[config.mk]
export PLATFORM = sky130hd
export DESIGN_NAME = l1_line_coh
export DESIGN_NICKNAME = d
export VERILOG_FILES = /design/src/rtl/l1c_pkg.sv /design/src/rtl/l1c_bank_sel.sv /design/src/rtl/l1c_perm_map.sv /design/src/rtl/l1c_ack_tracker.sv /design/src/rtl/l1_line_coh.sv
export SDC_FILE = /design/constraint.sdc
export NUM_CORES = 1
export LEC_CHECK = 0
export BUFFER_PORTS_ARGS = -buffer_cell sky130_fd_sc_hd__buf_2
export CORE_ASPECT_RATIO = 1.5
export CORE_MARGIN = 2
export CORE_UTILIZATION = 52
export DETAILED_ROUTE_END_ITERATION = 8
export GPL_TIMING_DRIVEN = 0
export PLACE_DENSITY_LB_ADDON = 0.15
export SETUP_SLACK_MARGIN = 0.2
export SLEW_MARGIN = 20
export SYNTH_ARGS = -nofsm -noshare
export SYNTH_HDL_FRONTEND = slang
export SYNTH_HIERARCHICAL = 1
export SYNTH_SLANG_ARGS = --single-unit
[constraint.sdc]
create_clock -name clk -period 5.7 [get_ports clk]
set_input_delay 1.14 -clock clk [delete_from_list [all_inputs] [get_ports clk]]
set_output_delay 1.14 -clock clk [all_outputs]
set_load 0.03 [all_outputs]
[src/rtl/l1c_pkg.sv]
package l1c_pkg;

    typedef enum logic [3:0] {
        ST_NP   = 4'd0,
        ST_I    = 4'd1,
        ST_S    = 4'd2,
        ST_E    = 4'd3,
        ST_M    = 4'd4,
        ST_IS   = 4'd5,
        ST_IM   = 4'd6,
        ST_SM   = 4'd7,
        ST_ISI  = 4'd8,
        ST_MI   = 4'd9,
        ST_EI   = 4'd10,
        ST_SINK = 4'd11
    } line_st_e;

    typedef enum logic [3:0] {
        EV_LOAD   = 4'd0,
        EV_IFETCH = 4'd1,
        EV_STORE  = 4'd2,
        EV_REPL   = 4'd3,
        EV_INV    = 4'd4,
        EV_FGETS  = 4'd5,
        EV_FGETI  = 4'd6,
        EV_FGETX  = 4'd7,
        EV_FUPG   = 4'd8,
        EV_DATA   = 4'd9,
        EV_DATAX  = 4'd10,
        EV_ACK    = 4'd11,
        EV_WBACK  = 4'd12
    } ev_kind_e;

    typedef enum logic [2:0] {
        RQ_GETS = 3'd0,
        RQ_GETI = 3'd1,
        RQ_GETX = 3'd2,
        RQ_UPG  = 3'd3,
        RQ_PUTX = 3'd4
    } req_e;

    typedef enum logic [1:0] {
        PM_INV  = 2'd0,
        PM_RO   = 2'd1,
        PM_RW   = 2'd2,
        PM_BUSY = 2'd3
    } perm_e;

    localparam logic RS_DATA = 1'b0;
    localparam logic RS_ACK  = 1'b1;

    typedef struct packed {
        logic req_v;
        req_e req_t;
        logic req_dirty;
        logic rsp_v;
        logic rsp_t;
        logic rsp_to_rq;
        logic rsp_to_l2;
        logic rsp_tbe;
        logic rsp_dirty;
        logic unb_v;
        logic unb_x;
        logic pop_m;
        logic rec_m;
        logic pop_q;
        logic pop_r;
        logic ld;
        logic st;
        logic alloc;
        logic free;
        logic err;
    } pulse_t;

    function automatic logic st_busy(line_st_e s);
        return !(s inside {ST_NP, ST_I, ST_S, ST_E, ST_M});
    endfunction

endpackage

[src/rtl/l1c_bank_sel.sv]
module l1c_bank_sel #(
    parameter int ADDR_W      = 32,
    parameter int OFFSET_BITS = 6,
    parameter int BANK_BITS   = 2,
    parameter int BANK_W      = 2
) (
    input  logic [ADDR_W-1:0] addr,
    output logic [BANK_W-1:0] bank
);
    generate
        if (BANK_BITS == 0) begin : g_single
            assign bank = '0;
        end else begin : g_field
            assign bank = addr[OFFSET_BITS +: BANK_BITS];
        end
    endgenerate
endmodule

[src/rtl/l1c_perm_map.sv]
module l1c_perm_map
    import l1c_pkg::*;
(
    input  line_st_e st,
    output perm_e    perm
);
    always_comb begin
        unique case (st)
            ST_NP, ST_I: perm = PM_INV;
            ST_S, ST_E:  perm = PM_RO;
            ST_M:        perm = PM_RW;
            default:     perm = PM_BUSY;
        endcase
    end
endmodule

[src/rtl/l1c_ack_tracker.sv]
module l1c_ack_tracker #(
    parameter int ACK_W = 4,
    parameter int CNT_W = 6
) (
    input  logic             clk,
    input  logic             rst_n,
    input  logic             clr,
    input  logic             add_v,
    input  logic [ACK_W-1:0] add_n,
    input  logic             sub_v,
    output logic             data_all,
    output logic             ack_all
);
    logic signed [CNT_W-1:0] cnt_d, cnt_q;
    logic signed [CNT_W-1:0] n_ext, sum;
    localparam logic signed [CNT_W-1:0] ONE = {{(CNT_W-1){1'b0}}, 1'b1};

    assign n_ext    = signed'({{(CNT_W-ACK_W){1'b0}}, add_n});
    assign sum      = cnt_q + n_ext;
    assign data_all = (sum == '0);
    assign ack_all  = (cnt_q == ONE);

    always_comb begin
        cnt_d = cnt_q;
        if (clr)        cnt_d = '0;
        else if (add_v) cnt_d = sum;
        else if (sub_v) cnt_d = cnt_q - ONE;
    end

    always_ff @(posedge clk) begin
        if (!rst_n) cnt_q <= '0;
        else        cnt_q <= cnt_d;
    end

    AST_TRK_SINGLE_OP: assert property (@(posedge clk) disable iff (!rst_n)
        !(add_v && sub_v) && !(clr && (add_v || sub_v)));
endmodule

[src/rtl/l1_line_coh.sv]
module l1_line_coh
    import l1c_pkg::*;
#(
    parameter int ADDR_W      = 32,
    parameter int OFFSET_BITS = 6,
    parameter int BANK_BITS   = 2,
    parameter int ID_W        = 4,
    parameter int ACK_W       = 4,
    localparam int BANK_W     = (BANK_BITS > 0) ? BANK_BITS : 1
) (
    input  logic              clk,
    input  logic              rst_n,
    input  logic [ADDR_W-1:0] line_addr,
    input  logic              ev_valid,
    input  logic [3:0]        ev_kind,
    input  logic [ID_W-1:0]   ev_src,
    input  logic              ev_from_l1,
    input  logic [ACK_W-1:0]  ev_acks,
    input  logic              ev_dirty,
    output logic [3:0]        state,
    output logic [1:0]        perm,
    output logic              dirty,
    output logic              tbe_busy,
    output logic              req_valid,
    output logic [2:0]        req_type,
    output logic              req_dirty,
    output logic [BANK_W-1:0] req_bank,
    output logic              rsp_valid,
    output logic              rsp_type,
    output logic              rsp_to_req,
    output logic [ID_W-1:0]   rsp_dest,
    output logic              rsp_to_l2,
    output logic [BANK_W-1:0] rsp_bank,
    output logic              rsp_from_tbe,
    output logic              rsp_dirty,
    output logic              unb_valid,
    output logic              unb_excl,
    output logic [BANK_W-1:0] unb_bank,
    output logic              pop_mand,
    output logic              recycle_mand,
    output logic              pop_req,
    output logic              pop_rsp,
    output logic              ld_done,
    output logic              st_done,
    output logic              line_alloc,
    output logic              line_free,
    output logic              err
);
    localparam int CNT_W = ACK_W + 2;

    typedef struct packed {
        line_st_e        st;
        logic            dirty;
        logic            tdirty;
        logic            tbe;
        pulse_t          p;
        logic [ID_W-1:0] dest;
    } core_t;

    core_t    core_d, core_q;
    ev_kind_e kind;
    logic     is_proc, ill;
    logic     trk_clr, trk_add, trk_sub, data_all, ack_all;
    logic [BANK_W-1:0] bank;
    perm_e    perm_w;

    l1c_bank_sel #(
        .ADDR_W(ADDR_W), .OFFSET_BITS(OFFSET_BITS),
        .BANK_BITS(BANK_BITS), .BANK_W(BANK_W)
    ) u_bank (
        .addr(line_addr), .bank(bank)
    );

    l1c_perm_map u_perm (.st(core_q.st), .perm(perm_w));

    l1c_ack_tracker #(.ACK_W(ACK_W), .CNT_W(CNT_W)) u_trk (
        .clk(clk), .rst_n(rst_n), .clr(trk_clr), .add_v(trk_add),
        .add_n(ev_acks), .sub_v(trk_sub),
        .data_all(data_all), .ack_all(ack_all)
    );

    assign kind    = ev_kind_e'(ev_kind);
    assign is_proc = (ev_kind <= 4'd3);

    always_comb begin
        core_d   = core_q;
        core_d.p = '0;
        trk_clr  = 1'b0;
        trk_add  = 1'b0;
        trk_sub  = 1'b0;
        ill      = 1'b0;
        if (ev_valid) begin
            core_d.dest = ev_src;
            if (is_proc && st_busy(core_q.st)) begin
                core_d.p.rec_m = 1'b1;
            end else begin
                unique case (core_q.st)
                    ST_NP, ST_I: begin
                        unique case (kind)
                            EV_LOAD, EV_IFETCH, EV_STORE: begin
                                core_d.st      = (kind == EV_STORE) ? ST_IM : ST_IS;
                                core_d.p.req_v = 1'b1;
                                core_d.p.req_t = (kind == EV_LOAD) ? RQ_GETS :
                                                 (kind == EV_IFETCH) ? RQ_GETI : RQ_GETX;
                                core_d.p.alloc = 1'b1;
                                core_d.p.pop_m = 1'b1;
                                core_d.tbe     = 1'b1;
                                trk_clr        = 1'b1;
                            end
                            EV_REPL: begin
                                core_d.st     = ST_NP;
                                core_d.dirty  = 1'b0;
                                core_d.p.free = 1'b1;
                                core_d.p.pop_m = 1'b1;
                            end
                            EV_INV: begin
                                core_d.p.rsp_v     = 1'b1;
                                core_d.p.rsp_t     = RS_ACK;
                                core_d.p.rsp_to_rq = 1'b1;
                                core_d.p.pop_q     = 1'b1;
                            end
                            default: ill = 1'b1;
                        endcase
                    end
                    ST_S: begin
                        unique case (kind)
                            EV_LOAD, EV_IFETCH: begin
                                core_d.p.ld    = 1'b1;
                                core_d.p.pop_m = 1'b1;
                            end
                            EV_STORE: begin
                                core_d.st      = ST_SM;
                                core_d.p.req_v = 1'b1;
                                core_d.p.req_t = RQ_UPG;
                                core_d.p.pop_m = 1'b1;
                                core_d.tbe     = 1'b1;
                                trk_clr        = 1'b1;
                            end
                            EV_REPL: begin
                                core_d.st      = ST_I;
                                core_d.p.free  = 1'b1;
                                core_d.p.pop_m = 1'b1;
                            end
                            EV_INV: begin
                                core_d.st          = ST_I;
                                core_d.p.rsp_v     = 1'b1;
                                core_d.p.rsp_t     = RS_ACK;
                                core_d.p.rsp_to_rq = 1'b1;
                                core_d.p.pop_q     = 1'b1;
                            end
                            default: ill = 1'b1;
                        endcase
                    end
                    ST_E, ST_M: begin
                        unique case (kind)
                            EV_LOAD, EV_IFETCH: begin
                                core_d.p.ld    = 1'b1;
                                core_d.p.pop_m = 1'b1;
                            end
                            EV_STORE: begin
                                core_d.st      = ST_M;
                                core_d.dirty   = 1'b1;
                                core_d.p.st    = 1'b1;
                                core_d.p.pop_m = 1'b1;
                            end
                            EV_REPL: begin
                                core_d.st          = ST_MI;
                                core_d.p.req_v     = 1'b1;
                                core_d.p.req_t     = RQ_PUTX;
                                core_d.p.req_dirty = core_q.dirty;
                                core_d.tdirty      = core_q.dirty;
                                core_d.tbe         = 1'b1;
                                core_d.dirty       = 1'b0;
                                core_d.p.free      = 1'b1;
                                core_d.p.pop_m     = 1'b1;
                            end
                            EV_INV: begin
                                core_d.st       = ST_I;
                                core_d.dirty    = 1'b0;
                                core_d.p.rsp_v  = 1'b1;
                                core_d.p.pop_q  = 1'b1;
                                if (core_q.st == ST_M) begin
                                    core_d.p.rsp_t     = RS_DATA;
                                    core_d.p.rsp_to_l2 = 1'b1;
                                    core_d.p.rsp_dirty = core_q.dirty;
                                end else begin
                                    core_d.p.rsp_t     = RS_ACK;
                                    core_d.p.rsp_to_rq = 1'b1;
                                end
                            end
                            EV_FGETX, EV_FUPG: begin
                                core_d.st          = ST_I;
                                core_d.dirty       = 1'b0;
                                core_d.p.rsp_v     = 1'b1;
                                core_d.p.rsp_t     = RS_DATA;
                                core_d.p.rsp_to_rq = 1'b1;
                                core_d.p.rsp_dirty = core_q.dirty;
                                core_d.p.pop_q     = 1'b1;
                            end
                            EV_FGETS, EV_FGETI: begin
                                core_d.st          = ST_S;
                                core_d.p.rsp_v     = 1'b1;
                                core_d.p.rsp_t     = RS_DATA;
                                core_d.p.rsp_to_rq = 1'b1;
                                core_d.p.rsp_to_l2 = 1'b1;
                                core_d.p.rsp_dirty = core_q.dirty;
                                core_d.p.pop_q     = 1'b1;
                            end
                            default: ill = 1'b1;
                        endcase
                    end
                    ST_MI: begin
                        unique case (kind)
                            EV_WBACK: begin
                                core_d.st      = ST_I;
                                core_d.tbe     = 1'b0;
                                core_d.p.pop_r = 1'b1;
                            end
                            EV_INV, EV_FGETX, EV_FUPG, EV_FGETS, EV_FGETI: begin
                                core_d.st          = ST_SINK;
                                core_d.p.rsp_v     = 1'b1;
                                core_d.p.rsp_t     = RS_DATA;
                                core_d.p.rsp_tbe   = 1'b1;
                                core_d.p.rsp_dirty = core_q.tdirty;
                                core_d.p.rsp_to_rq = (kind != EV_INV);
                                core_d.p.rsp_to_l2 = (kind == EV_INV) ||
                                                     (kind == EV_FGETS) || (kind == EV_FGETI);
                                core_d.p.pop_q     = 1'b1;
                            end
                            default: ill = 1'b1;
                        endcase
                    end
                    ST_SINK: begin
                        unique case (kind)
                            EV_WBACK: begin
                                core_d.st      = ST_I;
                                core_d.tbe     = 1'b0;
                                core_d.p.pop_r = 1'b1;
                            end
                            EV_INV: begin
                                core_d.p.rsp_v     = 1'b1;
                                core_d.p.rsp_t     = RS_ACK;
                                core_d.p.rsp_to_rq = 1'b1;
                                core_d.p.pop_q     = 1'b1;
                            end
                            default: ill = 1'b1;
                        endcase
                    end
                    ST_IS, ST_ISI: begin
                        unique case (kind)
                            EV_INV: begin
                                core_d.st          = ST_ISI;
                                core_d.p.rsp_v     = 1'b1;
                                core_d.p.rsp_t     = RS_ACK;
                                core_d.p.rsp_to_rq = 1'b1;
                                core_d.p.pop_q     = 1'b1;
                            end
                            EV_DATA: begin
                                if (ev_from_l1 || data_all) begin
                                    trk_add        = 1'b1;
                                    core_d.st      = (core_q.st == ST_IS) ? ST_S : ST_I;
                                    core_d.dirty   = ev_dirty;
                                    core_d.tbe     = 1'b0;
                                    core_d.p.ld    = 1'b1;
                                    core_d.p.unb_v = ev_from_l1;
                                    core_d.p.pop_r = 1'b1;
                                end else begin
                                    ill = 1'b1;
                                end
                            end
                            EV_DATAX: begin
                                core_d.st      = ST_E;
                                core_d.dirty   = ev_dirty;
                                core_d.tbe     = 1'b0;
                                core_d.p.ld    = 1'b1;
                                core_d.p.unb_v = 1'b1;
                                core_d.p.unb_x = 1'b1;
                                core_d.p.pop_r = 1'b1;
                            end
                            default: ill = 1'b1;
                        endcase
                    end
                    ST_IM, ST_SM: begin
                        unique case (kind)
                            EV_INV: begin
                                core_d.st          = ST_IM;
                                core_d.p.rsp_v     = 1'b1;
                                core_d.p.rsp_t     = RS_ACK;
                                core_d.p.rsp_to_rq = 1'b1;
                                core_d.p.pop_q     = 1'b1;
                            end
                            EV_DATA: begin
                                if (core_q.st == ST_IM) begin
                                    trk_add        = 1'b1;
                                    core_d.p.pop_r = 1'b1;
                                    if (data_all) begin
                                        core_d.st      = ST_M;
                                        core_d.dirty   = 1'b1;
                                        core_d.tbe     = 1'b0;
                                        core_d.p.st    = 1'b1;
                                        core_d.p.unb_v = 1'b1;
                                        core_d.p.unb_x = 1'b1;
                                    end else begin
                                        core_d.st    = ST_SM;
                                        core_d.dirty = ev_dirty;
                                    end
                                end else begin
                                    ill = 1'b1;
                                end
                            end
                            EV_ACK: begin
                                if (ack_all && core_q.st == ST_IM) begin
                                    ill = 1'b1;
                                end else begin
                                    trk_sub        = 1'b1;
                                    core_d.p.pop_r = 1'b1;
                                    if (ack_all) begin
                                        core_d.st      = ST_M;
                                        core_d.dirty   = 1'b1;
                                        core_d.tbe     = 1'b0;
                                        core_d.p.st    = 1'b1;
                                        core_d.p.unb_v = 1'b1;
                                        core_d.p.unb_x = 1'b1;
                                    end
                                end
                            end
                            default: ill = 1'b1;
                        endcase
                    end
                    default: ill = 1'b1;
                endcase
            end
            if (ill) begin
                core_d       = core_q;
                core_d.p     = '0;
                core_d.p.err = 1'b1;
                trk_clr      = 1'b0;
                trk_add      = 1'b0;
                trk_sub      = 1'b0;
            end
        end
    end

    always_ff @(posedge clk) begin
        if (!rst_n) begin
            core_q    <= '0;
            core_q.st <= ST_I;
        end else begin
            core_q <= core_d;
        end
    end

    assign state        = core_q.st;
    assign perm         = perm_w;
    assign dirty        = core_q.dirty;
    assign tbe_busy     = core_q.tbe;
    assign req_valid    = core_q.p.req_v;
    assign req_type     = core_q.p.req_t;
    assign req_dirty    = core_q.p.req_dirty;
    assign req_bank     = bank;
    assign rsp_valid    = core_q.p.rsp_v;
    assign rsp_type     = core_q.p.rsp_t;
    assign rsp_to_req   = core_q.p.rsp_to_rq;
    assign rsp_dest     = core_q.dest;
    assign rsp_to_l2    = core_q.p.rsp_to_l2;
    assign rsp_bank     = bank;
    assign rsp_from_tbe = core_q.p.rsp_tbe;
    assign rsp_dirty    = core_q.p.rsp_dirty;
    assign unb_valid    = core_q.p.unb_v;
    assign unb_excl     = core_q.p.unb_x;
    assign unb_bank     = bank;
    assign pop_mand     = core_q.p.pop_m;
    assign recycle_mand = core_q.p.rec_m;
    assign pop_req      = core_q.p.pop_q;
    assign pop_rsp      = core_q.p.pop_r;
    assign ld_done      = core_q.p.ld;
    assign st_done      = core_q.p.st;
    assign line_alloc   = core_q.p.alloc;
    assign line_free    = core_q.p.free;
    assign err          = core_q.p.err;

    AST_RECYCLE_HOLD: assert property (@(posedge clk) disable iff (!rst_n)
        (ev_valid && ev_kind <= 4'd3 && st_busy(core_q.st))
        |=> (recycle_mand && !req_valid && core_q.st == $past(core_q.st)));
    AST_IDLE_INV_ACK: assert property (@(posedge clk) disable iff (!rst_n)
        (ev_valid && ev_kind == 4'd4 && (core_q.st == ST_NP || core_q.st == ST_I))
        |=> (rsp_valid && rsp_type == RS_ACK && core_q.st == $past(core_q.st)));
    AST_SINK_STAYS: assert property (@(posedge clk) disable iff (!rst_n)
        (core_q.st == ST_SINK && !(ev_valid && ev_kind == 4'd12))
        |=> (core_q.st == ST_SINK));
    AST_XUNB_OWNER: assert property (@(posedge clk) disable iff (!rst_n)
        (unb_valid && unb_excl) |-> (core_q.st == ST_E || core_q.st == ST_M));
    AST_ERR_FROZEN: assert property (@(posedge clk) disable iff (!rst_n)
        err |-> (core_q.st == $past(core_q.st)));
    AST_ONE_QUEUE_ACT: assert property (@(posedge clk) disable iff (!rst_n)
        $onehot0({pop_mand, recycle_mand, pop_req, pop_rsp, err}));
endmodule

==> out/qor.csv <==
metric,value,unit
status,"complete, no violations",
yosys_warnings,6,
comb_power_share,0.265,
cts_tree,built,
synthTopCellsByArea,"dfxtp_1, buf_4, nand2_1, a21oi_1, nor2_1",
die_area,0.006386,mm²
grt_max_degree,13,
grt.total_usage,0.3030,
grt_pass1_vias,3093,
power.internal,0.4213,mW
core-area,0.005492,mm²
clk_pin_slew,80,ps
use_met1,0.3316,
finalWirelength,9629,µm
synth_top_flop_cell,dfxtp_1,
grt_pass1_wl,14920,µm
drv_cap,0,
globalRoute.totalOverflow,0,
post_cts_buffers,0,
crit_path_start_kind,input pin,
path_buf_inv,1,
whs,469.6,ps
p_sw,0.2159,mW
final.period_utilization,0.9005,
die_w,65.92,µm
syn_area,0.002990,mm²
p_leak,1.463,nW
dieHeight,96.88,µm
io_buffers,56,
fin_nets,510,
rsz0062_at_grt,no,
postSynthAreaPerCell,7.648,µm²
syn2layout_area_growth,15.77,%
dp_hpwl,7641,µm
clkLatencyLatePin,290,ps
yosys.area.top_type,dfxtp_1,
wl_per_cell,18.34,µm
use_met2,0.5338,
hold_violations,0,
drc,0,
synth.distinct_cells,73,
tightest_slew,1143,ps
vdd_drop_max,0.1485,mV
n_fill_cell,548,
synthCells,391,
numCtsBuffers,5,
num_antenna_cells,0,
path_cells,buf_2 -> ha_1 -> fa_1 -> xnor2_1 -> nand2_1 -> nor4_1 -> or2_2 -> a21oi_1 -> o211a_1 -> nor3_4 -> nand2_1 -> a2111oi_4 -> or3b_1 -> nor4_2 -> a31o_2 -> mux2i_1,
grt.met3_usage,0.05465,
cpMostUsedCell,nand2_1,
worst_ep_arrival_time,5360,ps
worstPathRequired,5920,ps
first_pass_iters,5,
switching_share,0.3389,
place_congestion,1.016,
synth_top_area_frac,0.2611,
initial_core_util,0.5445,
vias,3233,
relSlewSlack,0.2275,
cts_max_level,2,
skew,3.821,ps
top_usage_layer,met2,
period_needed,5133,ps
synth.most_common_cell,dfxtp_1,
ioPinCount,89,
final_core_util,0.6304,
setup_tns,0,ps
dr.first_iter.drc_count,164,
yosysSeqAreaShare,0.2611,
sequentialPowerShare,0.443,
synthTopCellsByCount,"dfxtp_1, nand2_1, nor2_1, a21oi_1",
ctsHoldBuffers,0,
total_power,0.6372,mW
p_clk_frac,0.293,
cts_max_path_buffers,2,
power.density,184.1,mW/mm²
worst-setup-path-type,in -> reg,
drive_gt1_frac,0.2374,
slew_violations,0,
cts_root_buf,clkbuf_8,
ys_ff_latch,39,
clock-sinks,39,
rows,33,
synth_edf_count,0,
crit_path_end_kind,flip-flop,
antenna_found_initial,0,
antenna_left,0,
cp_max_fo,5,
syn-num-nets,447,
hold_class,reg -> reg,
vias_per_cell,6.158,
finalSetupViolCount,0,
cp_slowest_cell,a2111oi_4,
clock.fmax,194.8,MHz
crit_family,simple AND/OR/NAND/NOR gates,
cpPeakStageDelay,480,ps
async_flop_share,0,
## per-stage QoR
| stage | cell area (µm²) | instances | worst slack [ps] |
|---|---|---|---|
| 5_1_grt | 3462 | 525 | 261.7 |
| 4_1_cts | 3450 | 525 | 427.5 |
| 2_1_floorplan | 2990 | 391 | 965.9 |
| 6_report | 3462 | 525 | 567.4 |
| 3_5_place_dp | 3364 | 517 | 134.0 |
| 3_3_place_gp | 3358 | 517 | 243.8 |
## logic make-up after synthesis
logic type,share of synthesized area
AOI/OAI and AO/OA,0.2578
xor gates and xnor gates,0.02050
adders and majority gates,0.03180
buffers and inverters,0.09874
DFF,0.2611
muxes,0.03013
and+or+nand+nor,0.3000
## path summary, 6_finish.rpt
kind | start | endpoint | slack, ps | cells after the start
min | rsp_dest[0] | rsp_dest[0] | 470 | 2
max | ev_acks[0] | u_trk/cnt_q[5] | 570 | 16
min reg2reg | rsp_dest[0] | rsp_dest[0] | 470 | 2
max reg2reg | u_trk/cnt_q[0] | u_trk/cnt_q[5] | 1140 | 15
## power by group through the flow
stage | Clock [mW] | Sequential [mW] | Combinational [mW]
detailed placement | 0 | 0.288 | 0.165
global route | 0.204 | 0.283 | 0.181
floorplan | 0 | 0.292 | 0.115
finish | 0.187 | 0.282 | 0.169
global placement | 0 | 0.288 | 0.164
CTS | 0.191 | 0.282 | 0.166
## metal layers
metal / vias to the layer above / wire (µm)
met3: 35 / 702
met2: 157 / 4935
li1: 1543 / -
met1: 1498 / 3517
met4: 0 / 474
met5: - / 0
## cells in the final DEF, fill, tap and decap left out, types with 3 or more instances in the layout
master    Yosys  layout
nand3b_1      4       4
dfxtp_1      39      39
a211oi_1     11      11
a211o_1       4       4
a21oi_1      24      24
buf_2         6      62
buf_1         3       3
nand2b_1     11      11
nand2_1      36      36
buf_4        18      18
mux2i_1       9       9
a31oi_1       5       5
nor3_1       12      12
o21a_1        4       4
nor3b_1       4       4
o211ai_1      8       8
or2_2         7       7
nor2_1       31      31
nor4_1        3       3
nand3_1      18      18
o21ai_0      16      16
clkbuf_8      0       5
nor4b_1       3       3
a32oi_1       3       3
xnor2_1       3       3
inv_1        12      12
nor2b_1       7       7
o22ai_1       5       5
xor2_1        4       4
ha_1          6       6
clkbuf_1     17      18
a221oi_1      3       3
## sequential cells by signal (all words and copies together) (netlist names), 3 cells and up
signal / cells
u_trk/cnt_q: 6
rsp_dest: 4
state: 4
req_type: 3
## what timing repair did
action / CTS / global route
endpoints found under the hold margin: 0 / 0
setup endpoints to repair: 0 / 2
gates resized for setup: 0 / 1
## worst min-delay path, delay by kind of cell, from the launching register on
family / cells / cell delay, ps
flip-flops: 1 / 320
AND/OR/NAND/NOR: 1 / 50
multiplexers: 1 / 60
## cell type report
cell class | count | area (µm²) | area share
well taps | 70 | 87.58 | 0.02530
multi-input cells | 294 | 1933 | 0.5584
inverters | 12 | 45.04 | 0.01301
clock inverters | 2 | 12.51 | 0.003614
flip-flops and latches | 39 | 780.7 | 0.2255
repair buffers | 56 | 280.3 | 0.08095
plain buffers | 46 | 250.2 | 0.07228
clock buffers | 6 | 72.57 | 0.02096
No activity file was read; power rests on OpenSTA's default activity.
